===== config.mk =====
export PLATFORM = sky130hd
export DESIGN_NAME = fmul_frac
export DESIGN_NICKNAME = d
export VERILOG_FILES = /design/src/rtl/fmul_pkg.sv /design/src/rtl/fmul_stage.sv /design/src/rtl/fmul_core.sv /design/src/rtl/fmul_frac.sv
export SDC_FILE = /design/constraint.sdc
export NUM_CORES = 2
export LEC_CHECK = 0
export ABC_AREA = 1
export BUFFER_PORTS_ARGS = -buffer_cell sky130_fd_sc_hd__buf_2
export CAP_MARGIN = 20
export CORE_AREA = 3 3 379 287
export CTS_BUF_LIST = sky130_fd_sc_hd__clkbuf_16
export DETAILED_ROUTE_END_ITERATION = 10
export DIE_AREA = 0 0 382 290
export PLACE_DENSITY = 0.77
export RECOVER_POWER = 100
export SYNTH_ARGS = -nofsm -noshare
export SYNTH_HDL_FRONTEND = slang
export SYNTH_SLANG_ARGS = --single-unit

===== constraint.sdc =====
create_clock -name clk -period 30.3 [get_ports clk]
set_input_delay 1.515 -clock clk [delete_from_list [all_inputs] [get_ports clk]]
set_output_delay 1.515 -clock clk [all_outputs]
set_load 0.1 [all_outputs]

===== src/rtl/fmul_pkg.sv =====
package fmul_pkg;

    localparam int LANES = 4;

    typedef enum logic [1:0] {
        PART_WIDE    = 2'b00,
        PART_HALF    = 2'b01,
        PART_QUARTER = 2'b10,
        PART_WIDE_X  = 2'b11
    } part_e;

    typedef struct packed {
        logic skip_a;
        logic skip_b;
        logic skip_o;
    } stage_cfg_t;

    // Does partial product (i,j) contribute in the given partition?
    function automatic logic pp_used(part_e p, int i, int j);
        case (p)
            PART_HALF:    return (i / 2) == (j / 2);
            PART_QUARTER: return i == j;
            default:      return 1'b1;
        endcase
    endfunction

endpackage


===== src/rtl/fmul_stage.sv =====
module fmul_stage #(
    parameter int W = 36
) (
    input  logic         clk,
    input  logic         rst,
    input  logic         ce,
    input  logic         skip,
    input  logic [W-1:0] d,
    output logic [W-1:0] q
);
    logic [W-1:0] held;

    always_ff @(posedge clk) begin
        if (rst)     held <= '0;
        else if (ce) held <= d;
    end

    assign q = skip ? d : held;
endmodule


===== src/rtl/fmul_core.sv =====
module fmul_core
    import fmul_pkg::*;
#(
    parameter int OPW = 36
) (
    input  part_e              part,
    input  logic [OPW-1:0]     x,
    input  logic [OPW-1:0]     z,
    output logic [2*OPW-1:0]   p
);
    localparam int LW = OPW / LANES;

    logic [2*LW-1:0] pp [LANES][LANES];

    for (genvar i = 0; i < LANES; i++) begin : g_row
        for (genvar j = 0; j < LANES; j++) begin : g_col
            assign pp[i][j] = x[LW*i +: LW] * z[LW*j +: LW];
        end
    end

    // The weight of (i,j) is LW*(i+j) in every partition; the partition
    // only decides which partial products take part.
    always_comb begin
        p = '0;
        for (int i = 0; i < LANES; i++) begin
            for (int j = 0; j < LANES; j++) begin
                if (pp_used(part, i, j))
                    p = p + ((2*OPW)'(pp[i][j]) << (LW * (i + j)));
            end
        end
    end
endmodule


===== src/rtl/fmul_frac.sv =====
module fmul_frac
    import fmul_pkg::*;
#(
    parameter int OPW = 36
) (
    input  logic               clk,
    input  logic               rst,
    input  logic               ce,
    input  logic [1:0]         mode,
    input  logic               byp_a,
    input  logic               byp_b,
    input  logic               byp_o,
    input  logic [OPW-1:0]     a,
    input  logic [OPW-1:0]     b,
    output logic [2*OPW-1:0]   y
);
    localparam int PW = 2 * OPW;

    stage_cfg_t       cfg;
    part_e            part;
    logic [OPW-1:0]   a_s, b_s;
    logic [PW-1:0]    prod;

    assign cfg  = '{skip_a: byp_a, skip_b: byp_b, skip_o: byp_o};
    assign part = part_e'(mode);

    fmul_stage #(.W(OPW)) u_sa (.clk(clk), .rst(rst), .ce(ce), .skip(cfg.skip_a), .d(a), .q(a_s));
    fmul_stage #(.W(OPW)) u_sb (.clk(clk), .rst(rst), .ce(ce), .skip(cfg.skip_b), .d(b), .q(b_s));

    fmul_core #(.OPW(OPW)) u_core (.part(part), .x(a_s), .z(b_s), .p(prod));

    fmul_stage #(.W(PW)) u_so (.clk(clk), .rst(rst), .ce(ce), .skip(cfg.skip_o), .d(prod), .q(y));
endmodule


==> flow_metrics.py <==
metrics = {
    "cells_and_area": {
        "areaGrowthSynthToFinish_pct": 6.295,
        "layout.cells.non_filler": 9829,
        "final_core_util_pct": 59.53,
        "nets": 10120,
        "nFillCells": 9681,
        "final_cell_mix": "inv_1, nand2_1, nor2_1, ha_1, fa_1",
        "drive_above_1_share_pct": 5.751,
        "final_common_cell": "inv_1",
        "final_area_mm2": 0.06260,
    },
    "global_routing": {
        "grt_usage_pct": 36.62,
        "grt_max_degree": 130,
        "grt_pass1_vias": 54370,
        "grt_pass1_wl_um": 313600,
        "overflow": 0,
        "antenna_found_initial": 3,
    },
    "cts": {
        "hold_buffers": 0,
        "cts_tree": "done",
        "htreeDepth": 4,
        "numClockSinks": 144,
        "cts_inserted_buffers": 17,
        "ctsLongestPathBuffers": 2,
        "clock_latency_ns": 0.50,
        "cts.clk_slew.worst_paths_ns": 0.06,
        "cts-root-buf": "clkbuf_16",
    },
    "min_path": {
        "hp-class": "register to register",
    },
    "yosys": {
        "syn_inst": 8344,
        "synth_cell_types": 59,
        "synth_area_leader_cell": "fa_1",
        "ys_warn_count": 0,
        "syn_area_per_cell_um2": 7.058,
        "postSynth.asyncResetShare_pct": 0,
        "synth_area_leaders": "fa_1, ha_1, inv_1",
        "synth_area_mm2": 0.05889,
        "synth_top_area_share_pct": 27.71,
        "synth-main-ff-cell": "dfxtp_1",
        "synth-seq-area-share_pct": 4.895,
        "synth_edf_count": 0,
        "ys_ff_latch": 144,
    },
    "setup_path": {
        "r2r_slack_ns": 4.59,
        "cpLargestDelayFamily": "compound AO/OA/AOI/OAI gates",
        "ff2ff_path_depth": 147,
        "arrival_ns": 27.11,
        "path_class": "input pin to primary output",
        "crit_buf_inv": 29,
        "crit_top_cell": "inv_1",
        "cp_max_fo": 26,
        "critPathLaunch": "byp_a",
        "cpPeakStageDelay_ns": 0.67,
        "path_depth": 142,
        "crit_path_end": "y[71]",
        "cp-end-kind": "primary output",
        "startpoint_type": "input pin",
        "cpMaxStageDelayCell": "fa_1",
        "required_ns": 28.79,
        "r2r-end": "u_so.held[71]$_SDFFE_PP0P_",
        "timing.rr.start": "u_sb.held[2]$_SDFFE_PP0P_",
    },
    "detailed_routing": {
        "drc": 0,
        "via_count": 56060,
        "wl_per_cell_um": 20.78,
        "vias_per_cell": 5.704,
        "drt_iter0_markers": 5858,
        "ant_nets": 0,
        "drt_wl_total_um": 204200,
        "first_pass_iters": 7,
    },
    "sta": {
        "drv_slew": 137,
        "fmax_mhz": 34.93,
        "timing_hold_violations_final": 0,
        "tightest_slew_ns": 4.237,
        "postLayoutSetupSlackWorst_ns": 1.671,
        "relSlewSlack_pct": -182.5,
        "period_minus_slack_ns": 28.63,
        "clock_skew_ns": 0.03623,
        "fin_crit_sh_pct": 94.49,
        "finalSetupViolCount": 0,
    },
    "floorplanning": {
        "die-area_mm2": 0.1108,
        "start_util_pct": 56.00,
        "die_y_um": 290,
        "ios": 152,
        "rows": 103,
        "die_w_um": 382,
        "fp.coreArea_mm2": 0.1052,
    },
    "placement": {
        "dpl.cell_count": 9771,
        "place_ws_ns": 0.1953,
        "io_buffers": 151,
        "dp_hpwl_um": 160100,
        "gp_congestion": 1.014,
        "dpl_cell_area_mm2": 0.06167,
    },
    "run_status": {
        "run_status": "complete, but fails checks",
        "violations": "max-capacitance violations, max-slew violations",
    },
    "run": {
        "drv_cap": 2,
    },
}
[worst reg2reg max path, delay by kind of cell, from the launching register on]
kind,cells,cell delay (ns)
compound gates,47,8.13
fa+ha+maj,20,7.39
flops,1,0.34
simple gates,43,5.66
buf+inv,29,2.42
xor+xnor,8,1.69
[cell families (layout without fill, tap and decap cells)]
kind of cell	after synthesis	after routing	synth area share, %
AND/OR/NAND/NOR	2798	2798	19.15
buffers and inverters	2172	2221	13.85
adder cells (fa/ha/maj)	1654	1654	45.53
AO/OA/AOI/OAI	1187	1187	10.79
XOR/XNOR	384	384	5.711
flip-flops	144	144	4.895
multiplexers	4	4	0.06799
other	1	20	0.006368
[flip-flops by register name, indices dropped and copies added, names as in the netlist]
signal	cells
u_sa.held	36
u_sb.held	36
u_so.held	72
[worst min-delay path by stage]
stage | endpoint | cells after the start | slack (ns) | start
after global routing | u_so.held[30]$_SDFFE_PP0P_ | 2 | 0.51 | u_so.held[30]$_SDFFE_PP0P_
after CTS | u_so.held[18]$_SDFFE_PP0P_ | 2 | 0.48 | u_so.held[18]$_SDFFE_PP0P_
after detailed placement | u_so.held[18]$_SDFFE_PP0P_ | 2 | 0.46 | u_so.held[18]$_SDFFE_PP0P_
final | u_so.held[35]$_SDFFE_PP0P_ | 2 | 0.48 | u_so.held[35]$_SDFFE_PP0P_
after global placement | u_so.held[31]$_SDFFE_PP0P_ | 2 | 0.46 | u_so.held[31]$_SDFFE_PP0P_
after floorplan | u_so.held[14]$_SDFFE_PP0P_ | 2 | 0.45 | u_so.held[14]$_SDFFE_PP0P_
[per-layer routing]
| metal | global-route usage (%) | wire length [um] | vias to the layer above |
|---|---|---|---|
| met5 | 0 | 0 | - |
| met4 | 18.08 | 12010 | 0 |
| met3 | 11.61 | 29110 | 595 |
| met2 | 52.11 | 81930 | 3239 |
| met1 | 50.01 | 81170 | 26680 |
| li1 | - | - | 25550 |
[cells in the mapped netlist, types with 62 or more instances]
cell type  number
nand2_1      1614
clkbuf_1      277
o21ai_0       416
xor2_1        282
fa_1          815
dfxtp_1       144
nor2_1        842
inv_1        1835
xnor2_1       102
nand3_1       157
o21bai_1       62
a21oi_1       552
ha_1          839
[stage by stage]
step           hold WS [ns]  TNS, ns
3_5_place_dp         0.4637        0
5_1_grt              0.5057  -0.2186
4_1_cts              0.4846        0
3_3_place_gp         0.4606        0
2_1_floorplan        0.4495        0
6_report             0.4823        0
[layout make-up]
class / count / area [um2] / area share, %
clock buffer: 17 / 425.4 / 0.6796
tap: 1417 / 1773 / 2.832
antenna: 14 / 35.03 / 0.05597
timing repair buffer: 322 / 2101 / 3.356
inverter: 1867 / 7013 / 11.20
multi-input combinational: 6033 / 48210 / 77.01
clock inverter: 15 / 162.7 / 0.2598
sequential: 144 / 2883 / 4.605
[what timing repair did]
action,in CTS,in global routing
buffers inserted,0,7
endpoints found under the setup margin,0,23
resized for setup,0,72
Power is left out: the tool's default activity adds up to more than one toggle a clock period on the data nets, which glitch-free logic cannot reach.
